File: src/rtl/hrt_pkg.sv
package hrt_pkg;

  typedef enum logic {
    HOOK_ON  = 1'b0,
    HOOK_OFF = 1'b1
  } hook_e;

  function automatic int unsigned max2(input int unsigned a, input int unsigned b);
    return (a > b) ? a : b;
  endfunction

endpackage

File: src/rtl/hrt_debounce.sv
module hrt_debounce
  import hrt_pkg::*;
#(
  parameter int unsigned DEB_MS       = 20,
  parameter int unsigned RING_QUAL_MS = 100
) (
  input  logic clk,
  input  logic rst_n,
  input  logic tick_ms,
  input  logic loop_raw,
  input  logic blank,
  input  logic long_qual,
  output logic hook_off
);

  localparam int unsigned MAXL = max2(DEB_MS, RING_QUAL_MS);
  localparam int unsigned CW   = $clog2(MAXL + 1);
  localparam logic [CW-1:0] DEB_M1  = CW'(DEB_MS - 1);
  localparam logic [CW-1:0] QUAL_M1 = CW'(RING_QUAL_MS - 1);

  hook_e         state_q;
  logic [CW-1:0] cnt_q;
  logic [CW-1:0] lim_m1;
  logic          differs;

  assign differs = (hook_e'(loop_raw) != state_q);
  // Long window applies only when heading off-hook under ringing.
  assign lim_m1  = (loop_raw && long_qual) ? QUAL_M1 : DEB_M1;

  always_ff @(posedge clk or negedge rst_n) begin
    if (!rst_n) begin
      state_q <= HOOK_ON;
      cnt_q   <= '0;
    end else if (blank || !differs) begin
      cnt_q <= '0;
    end else if (tick_ms) begin
      if (cnt_q >= lim_m1) begin
        state_q <= hook_e'(loop_raw);
        cnt_q   <= '0;
      end else begin
        cnt_q <= cnt_q + 1'b1;
      end
    end
  end

  assign hook_off = (state_q == HOOK_OFF);

  // the hook state moves only on a sampled tick
  a_r10_tick_only: assert property (@(posedge clk) disable iff (!rst_n)
    !tick_ms |=> $stable(state_q));

  // blanking freezes the hook state
  a_r7_blank_freeze: assert property (@(posedge clk) disable iff (!rst_n)
    blank |=> $stable(state_q));

  // counter stays inside the longest window
  a_r2_cnt_bound: assert property (@(posedge clk) disable iff (!rst_n)
    cnt_q < CW'(MAXL));

endmodule

File: src/rtl/hrt_ring_ctrl.sv
module hrt_ring_ctrl #(
  parameter int unsigned BLANK_MS = 20
) (
  input  logic clk,
  input  logic rst_n,
  input  logic tick_ms,
  input  logic ring_req,
  input  logic hook_off,
  output logic ring_drive,
  output logic blank,
  output logic ring_mode
);

  localparam int unsigned BW = $clog2(BLANK_MS + 1);
  localparam logic [BW-1:0] BLANK_LD = BW'(BLANK_MS);

  logic          trip_q;
  logic          drive_q;
  logic [BW-1:0] blank_q;
  logic          trip_nxt;
  logic          drive_nxt;

  assign trip_nxt  = ring_req & (trip_q | hook_off);
  assign drive_nxt = ring_req & ~trip_q & ~hook_off;

  always_ff @(posedge clk or negedge rst_n) begin
    if (!rst_n) begin
      trip_q  <= 1'b0;
      drive_q <= 1'b0;
      blank_q <= '0;
    end else begin
      trip_q  <= trip_nxt;
      drive_q <= drive_nxt;
      if (drive_nxt != drive_q) begin
        blank_q <= BLANK_LD;
      end else if (tick_ms && (blank_q != '0)) begin
        blank_q <= blank_q - 1'b1;
      end
    end
  end

  assign ring_drive = drive_q;
  assign blank      = (blank_q != '0);
  assign ring_mode  = drive_q | blank;

  // confirmed off-hook under a request cuts the relay
  a_r8_trip_cuts: assert property (@(posedge clk) disable iff (!rst_n)
    (ring_req && hook_off) |=> !ring_drive);

  // trip persists while the request is held
  a_r8_trip_latched: assert property (@(posedge clk) disable iff (!rst_n)
    (trip_q && ring_req) |=> (trip_q && !ring_drive));

  // no drive without a request on the previous edge
  a_r5_needs_req: assert property (@(posedge clk) disable iff (!rst_n)
    !ring_req |=> !ring_drive);

  // every relay change opens blanking
  a_r7_blank_on_change: assert property (@(posedge clk) disable iff (!rst_n)
    (ring_drive != $past(ring_drive)) |-> blank);

endmodule

File: src/rtl/hook_ring_trip.sv
module hook_ring_trip #(
  parameter int unsigned DEB_MS       = 20,
  parameter int unsigned RING_QUAL_MS = 100,
  parameter int unsigned BLANK_MS     = 20
) (
  input  logic clk,
  input  logic rst_n,
  input  logic tick_ms,
  input  logic loop_raw,
  input  logic ring_req,
  output logic shk_n,
  output logic led_n,
  output logic ring_drive
);

  logic hook_off;
  logic blank;
  logic ring_mode;

  hrt_debounce #(
    .DEB_MS       (DEB_MS),
    .RING_QUAL_MS (RING_QUAL_MS)
  ) u_deb (
    .clk       (clk),
    .rst_n     (rst_n),
    .tick_ms   (tick_ms),
    .loop_raw  (loop_raw),
    .blank     (blank),
    .long_qual (ring_mode),
    .hook_off  (hook_off)
  );

  hrt_ring_ctrl #(
    .BLANK_MS (BLANK_MS)
  ) u_ring (
    .clk        (clk),
    .rst_n      (rst_n),
    .tick_ms    (tick_ms),
    .ring_req   (ring_req),
    .hook_off   (hook_off),
    .ring_drive (ring_drive),
    .blank      (blank),
    .ring_mode  (ring_mode)
  );

  assign shk_n = ~hook_off;
  assign led_n = ~hook_off;

  // a line already off-hook never sees the relay energise
  a_r9_no_ring_offhook: assert property (@(posedge clk) disable iff (!rst_n)
    (!shk_n && !ring_drive) |=> !ring_drive);

endmodule

File: config.mk
export PLATFORM = sky130hd
export DESIGN_NAME = hook_ring_trip
export DESIGN_NICKNAME = d
export VERILOG_FILES = /design/src/rtl/hrt_pkg.sv /design/src/rtl/hrt_debounce.sv /design/src/rtl/hrt_ring_ctrl.sv /design/src/rtl/hook_ring_trip.sv
export SDC_FILE = /design/constraint.sdc
export NUM_CORES = 1
export LEC_CHECK = 0
export ABC_AREA = 1
export BUFFER_PORTS_ARGS = -buffer_cell sky130_fd_sc_hd__buf_4
export CAP_MARGIN = 20
export CORE_MARGIN = 1
export CORE_UTILIZATION = 34
export CTS_BUF_LIST = sky130_fd_sc_hd__clkbuf_8
export DETAILED_ROUTE_END_ITERATION = 10
export GPL_TIMING_DRIVEN = 0
export SETUP_SLACK_MARGIN = 0.02
export SKIP_CTS_REPAIR_TIMING = 1
export SLEW_MARGIN = 20
export SYNTH_ARGS = -nofsm -noshare
export SYNTH_HDL_FRONTEND = slang
export SYNTH_SLANG_ARGS = --single-unit
export TNS_END_PERCENT = 1
File: constraint.sdc
create_clock -name clk -period 2.3 [get_ports clk]
set_input_delay 0.115 -clock clk [delete_from_list [all_inputs] [get_ports clk]]
set_output_delay 0.115 -clock clk [all_outputs]
set_load 0.005 [all_outputs]
* Yosys cells after proc, flatten, opt, wreduce, memory -nomap -nowiden
Cells that the tools add are included.
Word-level totals: register bits 15, logic and storage cells 32
Operators by class: $add $sub $neg 2, order comparisons 1, equality and inequality tests 2, multiplexer cells 6, bitwise operators 8, reductions and logical operators 8
Operator list (number):
- 7-bit 2-to-1 mux | 4
- 5-bit 2-to-1 mux | 2
- 7-bit by 1-bit adder with 7-bit output, second input constant | 1
- 7-bit greater-or-equal comparator | 1
- 5-bit nonzero test | 1
- 5-bit by 1-bit subtractor with 5-bit output, second input constant | 1
- 2-bit nonzero test | 2
- 1-bit bitwise AND | 3
- 1-bit NOT | 3
- 3-bit AND reduction | 1
- 1-bit logical AND | 2
- 1-bit != test | 2
- 1-bit OR | 2
- 1-bit zero test | 1
- 1-bit logical OR | 1

* Longest topological paths before layout
Gate-level depths: netlist (run 1).
word-level depth 8, depth in mapped cells 16, gate-level depth less buffers 16

* Cells and area by module
Synthesis (run 1) repeated with hierarchy kept, for this count alone.
Second synthesis, totals: cell total of the unflattened synthesis 131, area, all modules 989.7 um2
By module, submodules not included:
- hrt_debounce | instances 1, cells an instance 77, area each 571.8 um2
- hrt_ring_ctrl | instances 1, cells an instance 52, area each 406.6 um2
- hook_ring_trip | instances 1, cells an instance 2, area each 11.3 um2

* Least setup slack after synthesis (run 1)
OpenSTA, ideal clock, no wires.
path type register to register, start register u_ring.blank_q[0], end register u_deb.state_q (netlist: u_deb.hook_off), data arrival time 2.008 ns, path slack 0.169 ns, stages on the path, launching flop included 16, period minus slack after synthesis 2.131 ns, cells stage by stage dfrtp_1 > inv_1 > ha_1 > inv_1 > nor2_1 > nand2_2 > o21ai_0 > inv_1 > ha_1 > inv_1 > nor2_1 > nand2_1 > nor2_1 > nor2_2 > o21ai_0 > nand2_1
Between the ends: cells in the longest elaborated chain, start to end 6, elaborated cells on any way between the ends 8, those cells by class 1 x order compare; 1 x mux; 2 x bitwise; 4 x reduce/logical
RTL lines:
- from (decl) | RTL line hrt_ring_ctrl.sv:19 | logic [BW-1:0] blank_q;
- from (signal assigned) | RTL line hrt_ring_ctrl.sv:37 | blank_q <= blank_q - 1'b1;
- 5-bit nonzero test * | RTL line hrt_ring_ctrl.sv:43 | assign blank = (blank_q != '0);
- 1-bit OR | RTL line hrt_ring_ctrl.sv:44 | assign ring_mode = drive_q | blank;
- 1-bit logical AND | RTL line hrt_debounce.sv:28 | assign lim_m1 = (loop_raw && long_qual) ? QUAL_M1 : DEB_M1;
- 7-bit 2-to-1 mux | RTL line hrt_debounce.sv:28
- 7-bit greater-or-equal comparator | RTL line hrt_debounce.sv:37 | if (cnt_q >= lim_m1) begin
- 3-bit AND reduction (no source line) *
- to (signal assigned) | RTL line hrt_debounce.sv:38 | state_q <= hook_e'(loop_raw);
- to (decl) | RTL line hrt_debounce.sv:21 | hook_e state_q;
Mark *: on every way between the ends. The rest lies on a longest branch, timed or not. A chain may end at the register's enable or synchronous reset.

* Worst setup path after layout (run 1)
Same ends and word-level chain as after synthesis.

==> out/results.txt, run 1 <==
Number of flops mapped to enable cells by yosys - 0
DP HPWL - 1.626 mm
Max_slew headroom - 0.7842
Vias in the first global route - 866
Iter 0 DRT Violations - 23
Post-Route WL - 2.174 mm
Avg Synthesized Cell Area - 7.138 um^2
Fmax - 466.5 MHz
Hold Slack - 0.09731 ns
Post-synthesis xor/xnor area fraction - 0.02588
Violated checks - design-rule violations
Outcome - finished with violations
Worst-Margin Slew - 0.3237 ns
CP peak stage delay - 0.38 ns
DRC viols - 1
Cells after Synth - 149
RePlAce Congestion - 0.7755
Largest family of logic cells by synthesized area - simple AND/OR/NAND/NOR gates
Global Route Usage Sum - 0.1470
Syn-to-layout area delta - 22.71%
Maxcap violations - 0
Maximum clock path buffer count - 2
Chip height - 57.93 um
Initial antenna violation count - 0
Maximum number of pins on one net before global-route repair - 16
Post-synthesis simple-gate area fraction - 0.3894
Critical path's most frequent cell - nand2_1
Root Buffer - clkbuf_8
Cell Count, Final, Fillers Out - 198
Worst EP required - 2.43 ns
Worst Setup End Kind - register
Power Density - 467.9 nW/um^2
Main synth FF type - dfrtp_1
Synth cell types - 22
Maximum vdd drop - 0.2616 mV
Core Rows - 19
Arrival @ worst endpoint - 2.27 ns
Fin worst setup slack - 0.1565 ns
DR WL/cell - 10.98 um
Worst path cell trace - inv_2, ha_4, inv_1, nor2_1, nand2_2, o21ai_4, buf_4, ha_1, nand2_1, nand2_1, inv_1, nand2_1, nor2_4, nor2_1, nand2_1, nand2_1
Top cells by count, synth - nand2_1 (46), inv_1 (25), dfrtp_1 (15)
H-tree Lvls - 1
Final Hold Viols - 0
Die W - 57.93 um
Initial DRT Pass Iterations - 7
Final Max Slew Viols - 0
Vias - 955
Hold Crit Class - in2reg
Port-buffer cells - 7
Crit-path slowest cell - dfrtp_1
Worst-path maximum fanout - 6
Cell total after placement - 187
CTS tree - built
Final Power - 0.6107 mW
CTS Buf Count - 3
Mux cell area share after synthesis - 0
Synth Area in Compound Gates - 0.04824
Dpl ws - -0.1859 ns
Synth top area cells - dfrtp_1 (35%), nand2_1 (16%), inv_1 (8.8%), ha_1 (7.1%), nand3_1 (6.1%)
Synth Warn # - 0
Adder-Cell Fraction of Synth Area - 0.07059
Via/cell ratio - 4.823
Final period util - 0.9320
Yosys top cell by area - dfrtp_1
Worst Path Buf+Inv - 4
Die ar. - 3356 um^2
Synth async-reset ratio - 1.000
Syn_nets - 160
Antenna viol nets, final - 0
Ratio of cells with drive above 1 in the final layout - 0.2635
Clock-pin slew on the worst setup and hold paths - 0.06 ns
Synth top area share - 0.3529
Clk_skew - 0.004126 ns
Count leader, synth - nand2_1
Leak Pwr - 0.6725 nW
Starting Density - 0.3728
Fin crit period - 2.143 ns
Synth Register Bits - 15
Clock sink count - 15
CORE AREA - 2853 um^2
Startpoint types - register
Fin nets - 179
Critical path class - reg2reg
Synthesized cell area - 1064 um^2
Diode count - 0
GRT overflow - 0
First-pass GRT wire length - 3.732 mm
Kind of cell adding the most delay to the critical path - simple AND/OR/NAND/NOR gates
Register area share after synthesis - 0.3529
Later-pin clock latency in the skew report - 0.25 ns
Final setup viols - 0
Num ports - 8
worst paths after layout:
kind	startpoint	endpoint	slack, ns	cells after the start
max	u_ring.blank_q[0]	u_deb.hook_off	0.16	16
min	ring_req	u_ring.trip_q	0.1	2
max reg2reg	u_ring.blank_q[0]	u_deb.hook_off	0.16	16
min reg2reg	u_ring.trip_q	u_ring.trip_q	0.48	1
max in group asynchronous	rst_n	u_ring.ring_drive	1.86	2
min in group asynchronous	rst_n	u_deb.cnt_q[0]	0.26	2
worst reg2reg max path, delay by kind of cell (launching register included):
| kind | cells | cell delay [ns] |
|---|---|---|
| buffers and inverters | 4 | 0.31 |
| adder cells (fa/ha/maj) | 2 | 0.36 |
| AND/OR/NAND/NOR | 9 | 0.79 |
| AO/OA/AOI/OAI | 1 | 0.18 |
| flip-flops | 1 | 0.38 |
layout by cell type (no fill, tap or decap), drive strengths merged:
cell,instances
dfrtp,15
a21oi,2
nand4,5
xor2,1
nand2,49
inv,31
o21a,1
buf,14
clkbuf,3
dlygate4sd3,1
o21ai,6
nand3,16
nor3,2
nor2,15
ha,6
report_power, final:
| part | internal, mW | switching (mW) |
|---|---|---|
| Sequential | 0.276 | 0.0110 |
| Combinational | 0.0500 | 0.0675 |
| Clock | 0.118 | 0.0884 |
cells by family after synthesis:
family / count (synthesis)
buffers and inverters: 31
AOI/OAI and AO/OA: 9
DFF: 15
adders and majority gates: 6
and+or+nand+nor: 87
xor gates and xnor gates: 1
metrics by stage:
step / cell area [um^2] / setup TNS, ns / util
2_1_floorplan: 1064 / 0 / -
3_3_place_gp: 1155 / -0.4473 / 0.4048
3_5_place_dp: 1155 / -0.9050 / 0.4048
4_1_cts: 1200 / -1.056 / 0.4206
5_1_grt: 1305 / -0.003536 / 0.4575
6_report: 1305 / 0 / 0.4575
sequential cells by signal (all words and copies together), names as in the netlist:
signal / cells
u_deb.cnt_q: 7
u_ring.blank_q: 5
u_deb.hook_off: 1
u_ring.ring_drive: 1
u_ring.trip_q: 1
cell type report:
| type | count | area, um^2 |
|---|---|---|
| well taps | 31 | 38.79 |
| plain buffers | 1 | 7.507 |
| clock buffers | 3 | 41.29 |
| multi-input cells | 103 | 618.1 |
| clock inverters | 1 | 3.754 |
| inverters | 30 | 112.6 |
| flip-flops and latches | 15 | 375.4 |
| fillers | 299 | 1548 |
| repair buffers | 14 | 107.6 |
routing by layer:
metal  part of all wire  GRT usage
met1               0.46     0.1834
met2               0.49     0.2430
met3              0.045    0.04911
met4             0.0087    0.04082
met5                  0          0
No activity file was read; power rests on OpenSTA's default activity.
==> run 2: changes to the inputs <==
- ABC_AREA: 1 -> unset
- CORE_MARGIN: 1 -> 3
==> out/results.txt, run 2 <==
Register area - 375.4 um^2 (unchanged)
Starting Density - 0.3624 (-0.01044)
Iter 0 DRT Violations - 25 (+8.7%)
Main synth FF type - dfrtp_1
Worst Setup End Kind - register
RePlAce Congestion - 0.7336 (-5.4%)
Hold Crit Class - in2reg
Initial antenna violation count - 0 (unchanged)
Synth top area cells - dfrtp_1 (41%), ha_1 (8.3%), xor2_1 (7.7%), nor2_1 (2.9%), o31ai_2 (2.8%)
Vias in the first global route - 630 (-27%)
Cells after Synth - 83 (-44%)
Hold Path End - u_ring.trip_q
Global Route Usage Sum - 0.1166 (-0.03036)
Final setup viols - 8 (+8)
H-tree Lvls - 1 (unchanged)
CORE AREA - 2500 um^2 (-12%)
Footprint of the multi-input gates - 546.8 um^2 (-12%)
Worst Hold Depth - 2 (unchanged)
DP HPWL - 1.239 mm (-24%)
Syn-to-layout area delta - 28.31%
Maxcap violations - 0 (unchanged)
Post-synthesis xor/xnor area fraction - 0.1146 (+0.08876)
Chip height - 57.62 um (-0.54%)
Power Density - 511.2 nW/um^2 (+9.3%)
Die ar. - 3319 um^2 (-1.1%)
Synth top area share - 0.4144 (+0.06142)
Violated checks - negative setup slack
GRT overflow - 0 (unchanged)
First-pass GRT wire length - 2.994 mm (-20%)
Fmax - 367.3 MHz (-21%)
Critical path class - reg2reg
Max_slew headroom - 0.6342 (-0.1501)
Port-buffer cells - 7 (unchanged)
Fin worst setup slack - -0.4229 ns (-0.5794 ns)
Top cells by count, synth - dfrtp_1 (15), xor2_1 (8), nor2_1 (7)
Reg2reg end - u_deb.hook_off
Via/cell ratio - 5.069 (+5.1%)
Synth cell types - 36 (+64%)
Worst r2r src - u_ring.blank_q[0]
Final Max Slew Viols - 0 (unchanged)
Post-Route WL - 1.668 mm (-23%)
Yosys top cell by area - dfrtp_1
Count leader, synth - dfrtp_1
Later-pin clock latency in the skew report - 0.24 ns (about the same)
Leak Pwr - 0.4936 nW (-27%)
Maximum clock path buffer count - 2 (unchanged)
Register area share after synthesis - 0.4144 (+0.06142)
DR WL/cell - 12.73 um (+16%)
Clock sink count - 15 (unchanged)
Post-synthesis simple-gate area fraction - 0.1809 (-0.2085)
Synth async-reset ratio - 1.000 (unchanged)
Initial DRT Pass Iterations - 4 (-3)
Cell Count, Final, Fillers Out - 131 (-34%)
Synth Area in Compound Gates - 0.1367 (+0.08851)
Outcome - finished with violations
Worst-Margin Slew - 0.5461 ns (+0.2224 ns)
Synth Register Bits - 15 (unchanged)
Hold Slack - 0.08628 ns (-0.01103 ns)
Unrepaired setup endpoints after global routing - true
Maximum number of pins on one net before global-route repair - 16 (unchanged)
Antenna viol nets, final - 0 (unchanged)
CTS Buf Count - 3 (unchanged)
Arrival @ worst endpoint - 2.85 ns (+0.58 ns)
Avg Synthesized Cell Area - 10.91 um^2 (+53%)
Clk_skew - 0.001863 ns (-0.002264 ns)
Synth Warn # - 0 (unchanged)
Adder-Cell Fraction of Synth Area - 0.08287 (+0.01228)
Largest family of logic cells by synthesized area - simple AND/OR/NAND/NOR gates
Root Buffer - clkbuf_8
Commonest non-fill, non-tap cells in the layout - dfrtp_1 (15), buf_4 (14), xor2_1 (8), nor2_1 (7), ha_1 (5)
Fin nets - 113 (-37%)
Worst EP required - 2.43 ns (about the same)
Core Rows - 18 (-1)
Maximum vdd drop - 0.4026 mV (+54%)
Reg2reg setup slack - -0.42 ns (-0.58 ns)
Die W - 57.62 um (-0.54%)
Diode count - 0 (unchanged)
Fillers - 238 (-20%)
Vias - 664 (-30%)
Register with the most flip-flops - u_deb.cnt_q
Num ports - 8 (unchanged)
Ratio of cells with drive above 1 in the final layout - 0.3465 (+0.08306)
Startpoint types - register
Worst R2R Path Depth - 11 (-5)
Max FFs per register - 7 (unchanged)
Number of flops mapped to enable cells by yosys - 0 (unchanged)
Mux cell area share after synthesis - 0.02486 (+0.02486)
CTS tree - built
Final Hold Viols - 0 (unchanged)
Fin Setup TNS - -2.525 ns (-2.525 ns)
Cell total after placement - 120 (-36%)
Clock-pin slew on the worst setup and hold paths - 0.06 ns (about the same)
Leading cell type in the layout, fill and taps excluded - dfrtp_1
DRC viols - 0 (-1)
Syn_nets - 94 (-41%)
Hold_sp - ring_req
Fin crit period - 2.723 ns (+0.5794 ns)
Final period util - 1.184 (+0.2519)
Worst-path maximum fanout - 4 (-2)
Biggest regs - u_deb.cnt_q: 7 flops, u_ring.blank_q: 5 flops
Synthesized cell area - 905.9 um^2 (-15%)
Final Power - 0.5942 mW (-2.7%)
[run 2: changes by cell type in the layout (fill, tap and decap cells not counted), sizes merged, moves of 3 or more]
| cell | delta |
|---|---|
| nand2 | -45 |
| o31ai | +4 |
| xnor2 | +3 |
| inv | -26 |
| nand4 | -4 |
| nand3 | -12 |
| o21ai | -5 |
| nor2 | -8 |
| xor2 | +7 |
[run 2: power by group]
part	total, mW	internal, mW	switching (mW)
Clock	0.204	0.118	0.0860
Combinational	0.0950	0.0449	0.0501
Sequential	0.295	0.279	0.0164
Total	0.594	0.442	0.153
[run 2: layout make-up]
class                      count  area share
buffer                         3     0.02691
sequential                    15      0.3229
timing repair buffer          14     0.09257
multi-input combinational     60      0.4704
clock buffer                   3     0.03552
clock inverter                 1    0.003229
inverter                       5     0.01615
tap                           30     0.03229
[run 2: worst max-delay path by stage]
stage                           start              to  slack, ns  cells past startpoint
floorplan           u_ring.blank_q[0]  u_deb.hook_off      -0.25                     11
global placement    u_ring.blank_q[0]  u_deb.hook_off      -0.41                     11
detailed placement  u_ring.blank_q[0]  u_deb.hook_off      -0.50                     11
CTS                 u_ring.blank_q[0]  u_deb.hook_off      -0.52                     11
global route        u_ring.blank_q[0]  u_deb.hook_off      -0.54                     11
finish              u_ring.blank_q[0]  u_deb.hook_off      -0.42                     11
[run 2: cell families (layout without fill, tap and decap cells)]
family / count (synthesis) / count (layout)
adder cells (fa/ha/maj): 6 / 6
buffers and inverters: 8 / 26
XOR/XNOR: 11 / 11
flip-flops: 15 / 15
AO/OA/AOI/OAI: 14 / 14
multiplexers: 2 / 2
AND/OR/NAND/NOR: 27 / 27
[run 2: per-layer routing]
| metal | global-route usage | share of wire | vias up |
|---|---|---|---|
| met5 | 0 | 0 | - |
| met1 | 0.1507 | 0.46 | 318 |
| met2 | 0.1919 | 0.50 | 14 |
| li1 | - | - | 332 |
| met3 | 0.04009 | 0.036 | 0 |
| met4 | 0.01987 | 0 | 0 |
[run 2: per-stage QoR]
step | setup WS (ns) | area [um^2] | utilization
floorplan | -0.2483 | 927.1 | -
global placement | -0.4132 | 1017 | 0.4069
detailed placement | -0.5007 | 1017 | 0.4069
CTS | -0.5198 | 1062 | 0.4249
global route | -0.5424 | 1162 | 0.4650
finish | -0.4229 | 1162 | 0.4650
[run 2: critical path, stage by stage (launching register included)]
cell and delay [ns]:
dfrtp_1 0.38, inv_2 0.08, ha_1 0.13, or4b_4 0.48, buf_12 0.15, o21ai_4 0.18, inv_2 0.07, ha_4 0.27
nand4b_1 0.15, o221ai_4 0.27, nand3_2 0.12, mux2_4 0.32
==> run 3: changes to the inputs <==
- CTS_BUF_LIST: sky130_fd_sc_hd__clkbuf_8 -> sky130_fd_sc_hd__clkbuf_4
- MAX_ROUTING_LAYER: unset -> met4
==> out/results.txt, run 3 (synthesis gave the netlist of run 2 again) <==
Worst R2R Path Depth - 11 (unchanged)
GRT overflow - 0 (unchanged)
Fin worst setup slack - -0.4240 ns (-0.001148 ns)
Antenna viol nets, final - 0 (unchanged)
Vias in the first global route - 619 (-1.7%)
Maxcap violations - 0 (unchanged)
Ratio of cells with drive above 1 in the final layout - 0.3564 (+0.009901)
Initial DRT Pass Iterations - 4 (unchanged)
Max_slew headroom - 0.6341 (about the same)
Critical path class - reg2reg
Global Route Usage Sum - 0.1187 (+0.002088)
Share of total power in sequential cells - 0.535 (+0.038)
Worst-Margin Slew - 0.5462 ns (+0.00008261 ns)
Violated checks - negative setup slack
Sw frac - 0.2685 (+0.01177)
Die W - 57.62 um (unchanged)
Worst EP required - 2.47 ns (+0.04 ns)
Syn-to-layout area delta - 26.66%
Iter 0 DRT Violations - 24 (-4.0%)
Fmax - 367.1 MHz (about the same)
Chip height - 57.62 um (unchanged)
Clock-pin slew on the worst setup and hold paths - 0.08 ns (+0.02 ns)
Fin crit period - 2.724 ns (+0.001148 ns)
Worst-path maximum fanout - 4 (unchanged)
Outcome - finished with violations
Fin Setup TNS - -2.537 ns (-0.01183 ns)
H-tree Lvls - 1 (unchanged)
Clock power frac - 0.292 (-0.051)
Worst path cell trace - inv_2, ha_1, or4b_4, buf_12, o21ai_4, inv_2, ha_4, nand4b_1, o221ai_4, nand3_2, mux2_4
Maximum clock path buffer count - 2 (unchanged)
RePlAce Congestion - 0.7425 (+1.2%)
Starting Density - 0.3624 (unchanged)
CORE AREA - 2500 um^2 (unchanged)
CTS tree - built
Power Density - 479.2 nW/um^2 (-6.3%)
DR WL/cell - 12.55 um (-1.4%)
Max FFs per register - 7 (unchanged)
Register with the most flip-flops - u_deb.cnt_q
Post-Route WL - 1.644 mm (-1.4%)
Via/cell ratio - 5.053 (-0.30%)
Diode count - 0 (unchanged)
Final Power - 0.5499 mW (-7.5%)
Hold_sp - ring_req
Final Hold Viols - 0 (unchanged)
Worst Hold Depth - 2 (unchanged)
Core Rows - 18 (unchanged)
Hold Path End - u_ring.trip_q
Hold Slack - 0.05048 ns (-0.03579 ns)
Critical path's most frequent cell - inv_2
Arrival @ worst endpoint - 2.89 ns (+0.04 ns)
Worst r2r src - u_ring.blank_q[0]
Startpoint types - register
DRC viols - 0 (unchanged)
Final period util - 1.184 (about the same)
Net Switching - 0.1476 mW (-3.2%)
Fillers - 235 (-1.3%)
Maximum number of pins on one net before global-route repair - 16 (unchanged)
Initial antenna violation count - 0 (unchanged)
Final setup viols - 8 (unchanged)
Vias - 662 (-0.30%)
Crit-path slowest cell - or4b_4
Later-pin clock latency in the skew report - 0.28 ns (+0.04 ns)
Unrepaired setup endpoints after global routing - true
Worst Path Buf+Inv - 3 (unchanged)
CP peak stage delay - 0.48 ns (about the same)
Die ar. - 3319 um^2 (unchanged)
Worst Setup End Kind - register
Maximum vdd drop - 0.3235 mV (-20%)
Root Buffer - clkbuf_4
Hold Crit Class - in2reg
Reg2reg setup slack - -0.42 ns (about the same)
DP HPWL - 1.239 mm (unchanged)
Leading cell type in the layout, fill and taps excluded - dfrtp_1
Clock sink count - 15 (unchanged)
Biggest regs - u_deb.cnt_q: 7 flops, u_ring.blank_q: 5 flops
Fin nets - 113 (unchanged)
Commonest non-fill, non-tap cells in the layout - dfrtp_1 (15), buf_4 (14), xor2_1 (8), nor2_1 (7), ha_1 (5)
Reg2reg end - u_deb.hook_off
Final Max Slew Viols - 0 (unchanged)
First-pass GRT wire length - 2.967 mm (-0.90%)
Num ports - 8 (unchanged)
Power Internal - 0.4022 mW (-8.9%)
CTS Buf Count - 3 (unchanged)
Leak Pwr - 0.4851 nW (-1.7%)
Kind of cell adding the most delay to the critical path - simple AND/OR/NAND/NOR gates
Clk_skew - 0.005880 ns (+0.004017 ns)
Port-buffer cells - 7 (unchanged)
Combinational power share - 0.173 (+0.013)
## run 3: cell type report
| class | instances | area [um^2] | area share |
|---|---|---|---|
| plain buffers | 3 | 31.28 | 0.02726 |
| multi-input cells | 60 | 546.8 | 0.4766 |
| well taps | 30 | 37.54 | 0.03272 |
| inverters | 5 | 18.77 | 0.01636 |
| repair buffers | 14 | 107.6 | 0.09378 |
| flip-flops and latches | 15 | 375.4 | 0.3272 |
| clock buffers | 4 | 30.03 | 0.02617 |
## run 3: how the worst max path moves through the flow
stage | from | to | slack (ns) | cells past startpoint
after floorplan | u_ring.blank_q[0] | u_deb.hook_off | -0.25 | 11
after global placement | u_ring.blank_q[0] | u_deb.hook_off | -0.41 | 11
after detailed placement | u_ring.blank_q[0] | u_deb.hook_off | -0.50 | 11
after CTS | u_ring.blank_q[0] | u_deb.hook_off | -0.52 | 11
after global routing | u_ring.blank_q[0] | u_deb.hook_off | -0.55 | 11
final | u_ring.blank_q[0] | u_deb.hook_off | -0.42 | 11
## run 3: power groups by stage
stage	sequential, mW	clock (mW)	combinational (mW)
after floorplan	0.296	0	0.0590
after global placement	0.298	0	0.0810
after detailed placement	0.299	0	0.0851
after CTS	0.294	0.171	0.0853
after global routing	0.299	0.183	0.107
final	0.294	0.160	0.0950
## run 3: routing by layer
metal  routed length (um)  up-vias  track usage  part of all wire
li1                     -      330            -                 -
met1                  759      318       0.1549              0.46
met2                  813       12       0.1823              0.49
met3                   65        2      0.04009             0.040
met4                    6        0      0.01987            0.0036
met5                    0        -            -                 0
## run 3: stage by stage
step	utilization	cells	worst slack [ns]	cell area, um^2
floorplan	-	83	-0.2483	927.1
global placement	0.4069	120	-0.4132	1017
detailed placement	0.4069	120	-0.5007	1017
CTS	0.4189	124	-0.5238	1047
global route	0.4590	131	-0.5474	1147
finish	0.4590	131	-0.4240	1147
## run 3: worst reg2reg max path, stage by stage, from the launching register on
cell and delay (ns):
dfrtp_1 0.39, inv_2 0.08, ha_1 0.13, or4b_4 0.48, buf_12 0.15, o21ai_4 0.18
inv_2 0.07, ha_4 0.27, nand4b_1 0.15, o221ai_4 0.27, nand3_2 0.12, mux2_4 0.32
